## config.mk

```make
export PLATFORM = sky130hd
export DESIGN_NAME = chain_rtc_timer
export DESIGN_NICKNAME = d
export VERILOG_FILES = /design/src/rtl/rtc_pkg.sv /design/src/rtl/rtc_tick_gen.sv /design/src/rtl/rtc_ctrl_fsm.sv /design/src/rtl/rtc_count_core.sv /design/src/rtl/chain_rtc_timer.sv
export SDC_FILE = /design/constraint.sdc
export NUM_CORES = 1
export LEC_CHECK = 0
export BUFFER_PORTS_ARGS = -buffer_cell sky130_fd_sc_hd__buf_2
export CAP_MARGIN = 40
export CORE_ASPECT_RATIO = 0.6
export CORE_MARGIN = 2
export CORE_UTILIZATION = 50
export CTS_CLUSTER_SIZE = 14
export DETAILED_ROUTE_END_ITERATION = 8
export PLACE_DENSITY = 0.8
export SYNTH_ARGS = -nofsm -noshare
export SYNTH_HDL_FRONTEND = slang
export SYNTH_SLANG_ARGS = --single-unit
```

## constraint.sdc

```tcl
create_clock -name clk -period 2.55 [get_ports clk]
set_input_delay 0.3825 -clock clk [delete_from_list [all_inputs] [get_ports clk]]
set_output_delay 0.3825 -clock clk [all_outputs]
set_load 0.1 [all_outputs]
```

## src/rtl/rtc_pkg.sv

```systemverilog
package rtc_pkg;

    typedef enum logic [1:0] {
        ST_IDLE = 2'd0,
        ST_LOAD = 2'd1,
        ST_RUN  = 2'd2
    } rtc_state_e;

    localparam logic [2:0] SEL_SYS   = 3'b000;
    localparam logic [2:0] SEL_REF   = 3'b001;
    localparam logic [2:0] SEL_P1024 = 3'b010;
    localparam logic [2:0] SEL_P256  = 3'b011;
    localparam logic [2:0] SEL_P64   = 3'b100;
    localparam logic [2:0] SEL_P16   = 3'b101;

endpackage

```

## src/rtl/rtc_tick_gen.sv

```systemverilog
module rtc_tick_gen #(
    parameter int PRE_W = 10
) (
    input  logic       clk,
    input  logic       rst_all_n,
    input  logic       sys_half_tick,
    input  logic       ref_half_tick,
    input  logic       pre_src,
    input  logic [2:0] clk_sel,
    output logic       tick
);
    import rtc_pkg::*;

    localparam int NTAP = 4;

    logic             pre_pulse;
    logic [PRE_W-1:0] pre_cnt;
    logic [NTAP-1:0]  tap_en;   // [0] /16, [1] /64, [2] /256, [3] /1024

    assign pre_pulse = pre_src ? ref_half_tick : sys_half_tick;

    always_ff @(posedge clk) begin
        if (!rst_all_n)
            pre_cnt <= '0;
        else if (pre_pulse)
            pre_cnt <= pre_cnt + 1'b1;
    end

    generate
        for (genvar g = 0; g < NTAP; g++) begin : g_tap
            localparam int TB = 4 + 2 * g;
            assign tap_en[g] = pre_pulse && (&pre_cnt[TB-1:0]);
        end
    endgenerate

    always_comb begin
        unique case (clk_sel)
            SEL_SYS:   tick = sys_half_tick;
            SEL_REF:   tick = ref_half_tick;
            SEL_P1024: tick = tap_en[3];
            SEL_P256:  tick = tap_en[2];
            SEL_P64:   tick = tap_en[1];
            SEL_P16:   tick = tap_en[0];
            default:   tick = 1'b0;
        endcase
    end

    // the two stop encodings produce no tick
    assert_stop_no_tick_R8: assert property (@(posedge clk) disable iff (!rst_all_n)
        (clk_sel[2:1] == 2'b11) |-> !tick);

    // a /16 enable is followed by the low prescaler nibble wrapping to zero
    assert_prescale_wrap_R9: assert property (@(posedge clk) disable iff (!rst_all_n)
        tap_en[0] |=> (pre_cnt[3:0] == 4'h0));

endmodule

```

## src/rtl/rtc_ctrl_fsm.sv

```systemverilog
module rtc_ctrl_fsm (
    input  logic clk,
    input  logic rst_all_n,
    input  logic arm_wr,
    output logic load_o,
    output logic run_o
);
    import rtc_pkg::*;

    rtc_state_e state_q, state_d;

    always_ff @(posedge clk) begin
        if (!rst_all_n)
            state_q <= ST_IDLE;
        else
            state_q <= state_d;
    end

    always_comb begin
        state_d = state_q;
        unique case (state_q)
            ST_IDLE: if (arm_wr) state_d = ST_LOAD;                 // ARM
            ST_LOAD: state_d = arm_wr ? ST_LOAD : ST_RUN;           // START
            ST_RUN:  if (arm_wr) state_d = ST_LOAD;                 // REARM
            default: state_d = ST_IDLE;
        endcase
    end

    always_comb begin
        load_o = 1'b0;
        run_o  = 1'b0;
        unique case (state_q)
            ST_IDLE: ;
            ST_LOAD: load_o = 1'b1;
            ST_RUN:  run_o  = 1'b1;
            default: ;
        endcase
    end

    // an arming write always leads to a load cycle next
    assert_arm_loads_R3: assert property (@(posedge clk) disable iff (!rst_all_n)
        arm_wr |=> load_o);

    // a run cycle is preceded by a load or run cycle
    assert_run_after_load_R3: assert property (@(posedge clk) disable iff (!rst_all_n)
        $rose(run_o) |-> $past(load_o));

endmodule

```

## src/rtl/rtc_count_core.sv

```systemverilog
module rtc_count_core #(
    parameter int WORD_W = 16,
    localparam int BPW   = WORD_W / 8
) (
    input  logic                clk,
    input  logic                por_n,
    input  logic                rst_all_n,
    input  logic                wr_en,
    input  logic [2*BPW-1:0]    wr_be,
    input  logic [2*WORD_W-1:0] wr_data,
    input  logic                chain_en,
    input  logic                load,
    input  logic                run,
    input  logic                tick,
    input  logic                flag_clr,
    output logic [WORD_W-1:0]   lo_o,
    output logic [WORD_W-1:0]   hi_o,
    output logic                zero_flag_o
);
    logic [WORD_W-1:0] lo_per_q, hi_per_q;
    logic [WORD_W-1:0] lo_q, hi_q, lo_d, hi_d;
    logic              step, hit, flag_q;

    // period words: byte-lane writes, power-on reset only
    always_ff @(posedge clk) begin
        if (!por_n) begin
            lo_per_q <= '0;
            hi_per_q <= '0;
        end else if (wr_en) begin
            for (int b = 0; b < BPW; b++) begin
                if (wr_be[b])
                    lo_per_q[8*b +: 8] <= wr_data[8*b +: 8];
                if (wr_be[BPW+b])
                    hi_per_q[8*b +: 8] <= wr_data[WORD_W + 8*b +: 8];
            end
        end
    end

    assign step = run && tick;

    always_comb begin
        lo_d = lo_q;
        hi_d = hi_q;
        if (load) begin
            lo_d = lo_per_q;
            if (chain_en)
                hi_d = hi_per_q;
        end else if (step) begin
            if (lo_q == '0) begin
                if (chain_en) begin
                    lo_d = '1;
                    hi_d = hi_q - 1'b1;
                end else begin
                    lo_d = lo_per_q;
                end
            end else begin
                lo_d = lo_q - 1'b1;
            end
        end
    end

    assign hit = step && (lo_d == '0);

    // counters survive general reset
    always_ff @(posedge clk) begin
        if (!por_n) begin
            lo_q <= '0;
            hi_q <= '0;
        end else begin
            lo_q <= lo_d;
            hi_q <= hi_d;
        end
    end

    always_ff @(posedge clk) begin
        if (!rst_all_n)
            flag_q <= 1'b0;
        else if (hit)
            flag_q <= 1'b1;
        else if (flag_clr)
            flag_q <= 1'b0;
    end

    assign lo_o        = lo_q;
    assign hi_o        = hi_q;
    assign zero_flag_o = flag_q;

    // chained wrap borrows from the upper word
    assert_chain_wrap_R5: assert property (@(posedge clk) disable iff (!por_n)
        (step && !load && chain_en && lo_q == '0) |=>
            (lo_q == '1) && (hi_q == $past(hi_q - 1'b1)));

    // unchained zero reloads the low period
    assert_reload_R4: assert property (@(posedge clk) disable iff (!por_n)
        (step && !load && !chain_en && lo_q == '0) |=> (lo_q == $past(lo_per_q)));

    // without load or counted tick the count does not move
    assert_count_hold_R2: assert property (@(posedge clk) disable iff (!por_n)
        (!load && !step) |=> ($stable(lo_q) && $stable(hi_q)));

    // the flag only rises after a counted tick
    assert_flag_cause_R6: assert property (@(posedge clk) disable iff (!rst_all_n)
        $rose(flag_q) |-> $past(step));

endmodule

```

## src/rtl/chain_rtc_timer.sv

```systemverilog
module chain_rtc_timer #(
    parameter int WORD_W = 16,
    parameter int PRE_W  = 10,
    localparam int BE_W  = 2 * (WORD_W / 8)
) (
    input  logic                clk,
    input  logic                por_n,
    input  logic                rst_n,
    input  logic                sys_half_tick,
    input  logic                ref_half_tick,
    input  logic                pre_src,
    input  logic [2:0]          clk_sel,
    input  logic                chain_en,
    input  logic                irq_en,
    input  logic [2:0]          irq_lvl,
    input  logic                wr_en,
    input  logic [BE_W-1:0]     wr_be,
    input  logic [2*WORD_W-1:0] wr_data,
    input  logic                flag_clr,
    output logic [2*WORD_W-1:0] count_o,
    output logic                zero_flag_o,
    output logic                irq_o
);
    logic rst_all_n;
    logic tick, arm_wr, load, run;
    logic [WORD_W-1:0] lo_w, hi_w;

    assign rst_all_n = por_n && rst_n;
    assign arm_wr    = wr_en && wr_be[0];

    rtc_tick_gen #(.PRE_W(PRE_W)) u_tick (
        .clk           (clk),
        .rst_all_n     (rst_all_n),
        .sys_half_tick (sys_half_tick),
        .ref_half_tick (ref_half_tick),
        .pre_src       (pre_src),
        .clk_sel       (clk_sel),
        .tick          (tick)
    );

    rtc_ctrl_fsm u_fsm (
        .clk       (clk),
        .rst_all_n (rst_all_n),
        .arm_wr    (arm_wr),
        .load_o    (load),
        .run_o     (run)
    );

    rtc_count_core #(.WORD_W(WORD_W)) u_core (
        .clk         (clk),
        .por_n       (por_n),
        .rst_all_n   (rst_all_n),
        .wr_en       (wr_en),
        .wr_be       (wr_be),
        .wr_data     (wr_data),
        .chain_en    (chain_en),
        .load        (load),
        .run         (run),
        .tick        (tick),
        .flag_clr    (flag_clr),
        .lo_o        (lo_w),
        .hi_o        (hi_w),
        .zero_flag_o (zero_flag_o)
    );

    assign count_o = {hi_w, lo_w};
    assign irq_o   = zero_flag_o && irq_en && (irq_lvl != 3'd0);

    // power-on reset leaves the count at zero
    assert_por_zero_R1: assert property (@(posedge clk)
        !por_n |=> (count_o == '0));

endmodule

```

==> results.md <==
- Primary FF master, synth: dfxtp_1
- CP Buf/Inv Count: 1
- Initial antenna violation count: 0
- Post-synth net total: around 600
- Clock Path Buffers: 2
- IO Count: 86
- Post-DR wirelength/cell: approximately 19 microns
- Relative slew slack: ~55%
- Synth Area in Simple Gates: approximately 29%
- DR vias/cell: approximately 6
- Die ar.: 9280 sq um
- Initial Util: 52.7%
- Post-Synth Adder-Cell Area: under 10%
- Num CTS Buffers: 9
- Clk_lat worst skew: 0.34 ns
- CP top delay family: simple AND/OR/NAND/NOR gates
- Post-synthesis xor/xnor area fraction: under 10%
- Yosys top cell by area: dfxtp_1
- Outcome: finished, violations left
- Yosys reg bits: 77
- Leakage: 2.41 nW
- Sequential area share after synthesis: 36.3%
- Sw Share: a little under a third
- Post-CTS Hold Buffers: 0
- H-tree Lvls: 3
- CP arrival: ~3 ns
- CP max stage cell: or4_4
- FF/Latch Area: ~1600 sq um
- Setup Crit Path Kind: register to register
- Clock Skew: about 0.0082 ns
- RD Place Congestion: 0.943
- Syn_area_per_cell: slightly below 8 sq um
- Vias in the first global route: between 4,000 and 5,000
- Global route overflow: 0
- Fill cell count: 691
- Synth top area cells: dfxtp_1, a21oi_1, nand2_1
- Multi-input logic area: about 2600 sq um
- Warnings, synthesis: 0
- Clk sinks: 77
- Setup TNS: -0.249 ns
- Synth cell types: between 70 and 80
- CTS tree: built
- Power per cell area: roughly 570 nW/um^2
- Fin cells: slightly below 800
- Startpoint types: register
- Max Clk Rate: ~360 MHz
- GRT Total Usage: 32.4%
- Post-DRT Antenna Nets: 0
- DR iter-0 viols: about 500
- First-pass GRT wire length: 22,500 microns
- Final Setup Violations: 1
- Layout cells sized above 1: a little over a third
- Min-Delay Path Class: input pin to register
- Hold Slack: around 0.29 ns
- Final number of hold-violating endpoints: 0
- CTS clock-pin slew for the worst setup and hold paths: 0.06 ns
- Max incr delay on CP: between 0.5 and 0.6 ns
- Post-route DRC: 0
- P_sw: 0.000971 W
- Clock power share: between 30% and 40%
- Placed insts: 768
- DR vias: around 4,900
- Final period util: 110%
- Mapped cell area: about 4300 sq um
- DRT Wirelength: ~15,000 microns
- Most frequent CP cell: or4_4
- Final min period: ~2.8 ns
- Row count: 25
- Max-slew violation count: 0
- Unrepaired setup endpoints after global routing: true
- Combinational share of power: between 20% and 30%
- HPWL Detailed: between 10,000 and 15,000 microns
- Port bufs: 85
- List of most frequent post-synthesis cells: dfxtp_1, a21oi_1, nand2_1, nor2_1, nand3_1
- Flop pwr share: 40.2%
- Final setup margin: -0.249 ns
- Failing checks: setup timing
- Die Wd: 123 microns
- Top cell type's share of synthesized area: ~36%
- Post-synthesis mux area share: 1.65%
- Area delta synth->final: 31.5%
- Peak supply drop: slightly below 0.4 mV
- Most common cell in the synthesized netlist: dfxtp_1
- Tightest Pin Transition: about 0.67 ns
- Critical Path End Type: register
- Number of diodes: 0
- Largest family of logic cells by synthesized area: simple AND/OR/NAND/NOR gates
- CP required: 2.81 ns
- Largest net degree at the start of global routing: 30
- Root Buffer: clkbuf_16
- Number of synthesized flops with an enable pin: 0
- Synth async-reset ratio: 0%
- Total Power: approximately 0.0032 W
- DR pass1 iterations: 5
- NumNets Final: 730
- Chip height: 75.4 microns
- Cell count after synthesis: ~540
- Core area: ~8000 sq um
- # Max-Cap Violations: 0
- Int Pwr: about 0.0022 W
- Synth Area in Compound Gates: a little under a quarter
- Crit-path max FO: 6
- Crit-path cells: or4_4 > or4_4 > or3_4 > buf_6 > o2111ai_2 > o21a_1 > nor4b_4 > nand4_1 > o21ai_1
-- area by class of cell --
| type | instances | share of cell area [%] |
|---|---|---|
| clock inverter | 5 | 0.470 |
| timing repair buffer | 157 | 17.6 |
| inverter | 13 | 0.962 |
| sequential | 77 | 28.4 |
| clock buffer | 11 | 4.34 |
| multi-input combinational | 416 | 45.9 |
| tap | 108 | 2.42 |
-- routing by layer --
metal | vias up | track usage, % | wire (microns)
li1 | 2234 | - | -
met1 | 2260 | 48.9 | 6900
met2 | 327 | 46.4 | 6000
met3 | 32 | 7.71 | 1790
met4 | 0 | 7.58 | 245
met5 | - | 0 | 0
-- sequential cells by signal (all words and copies together), names as in the netlist --
signal and cells:
u_core.hi_per_q 16, u_core.hi_o 16, u_fsm.state_q 2, u_core.lo_o 16, u_tick.pre_cnt 10, u_core.zero_flag_o 1, u_core.lo_per_q 16
-- worst paths after layout --
| kind | start | slack (ns) | end | cells after the start |
|---|---|---|---|---|
| setup reg to reg | u_core.lo_o[8]$_SDFF_PN0_ | -0.25 | u_core.zero_flag_o$_SDFFE_PN0P_ | 9 |
| setup / recovery | u_core.lo_o[8]$_SDFF_PN0_ | -0.25 | u_core.zero_flag_o$_SDFFE_PN0P_ | 9 |
| hold reg to reg | u_core.hi_per_q[6]$_SDFFE_PN0P_ | 0.46 | u_core.hi_per_q[6]$_SDFFE_PN0P_ | 2 |
| hold / removal | wr_data[7] | 0.29 | u_core.lo_per_q[7]$_SDFFE_PN0P_ | 3 |
-- through the flow --
step           cell area (sq um)  util, %  worst slack (ns)
3_3_place_gp                5230     64.8            -0.180
3_5_place_dp                5230     64.8            -0.228
5_1_grt                     5590     69.3            -0.307
4_1_cts                     5530     68.5            -0.270
2_1_floorplan               4360        -            -0.287
6_report                    5590     69.3            -0.249
-- repair_timing --
action | in CTS | in global routing
endpoints found under the setup margin | 2 | 10
pin swaps | 5 | 6
gates resized for setup | 6 | 10
buffers inserted | 2 | 1
-- kinds of logic (layout without fill, tap and decap cells) --
| kind of cell | Yosys count | count (layout) |
|---|---|---|
| flip-flops | 77 | 77 |
| AND/OR/NAND/NOR | 246 | 246 |
| adder cells (fa/ha/maj) | 4 | 4 |
| AO/OA/AOI/OAI | 148 | 148 |
| buffers and inverters | 50 | 186 |
| multiplexers | 7 | 7 |
| XOR/XNOR | 11 | 11 |
-- worst min-delay path, stage by stage --
cell and delay (ns):
buf_2 0.10, nand2_1 0.05, a21oi_1 0.05
-- power by group through the flow --
stage                     clock, W  combinational (W)  sequential (W)
after floorplan                  0           0.000352         0.00138
final                      0.00117           0.000718         0.00127
after global routing       0.00123           0.000762         0.00127
after detailed placement         0           0.000664         0.00129
after CTS                  0.00119           0.000687         0.00127
after global placement           0           0.000653         0.00129
-- cells in the final DEF, fill, tap and decap left out, types with 3 or more instances in the layout --
cell type and instances:
xnor2_1 5, xor2_1 6, a31oi_1 8, o21a_1 5
o31ai_1 3, nor2_1 58, dfxtp_1 60, a211oi_1 6
inv_4 3, and2_1 12, ha_1 3, nand3_1 38
nor4_1 8, inv_1 11, nor4_2 3, nand2b_1 5
dfxtp_2 8, clkbuf_16 9, buf_2 85, or4_4 3
nand2_1 63, o221a_2 5, mux2i_1 7, nor3_1 14
clkinv_2 4, or2_2 3, nor2b_1 4, o21ai_0 14
a21oi_1 62, nand4_1 4, dfxtp_4 9, o21bai_1 3
or4_1 5, buf_4 70, o211ai_1 4
Note: power is estimated with default switching activity, not from simulation.
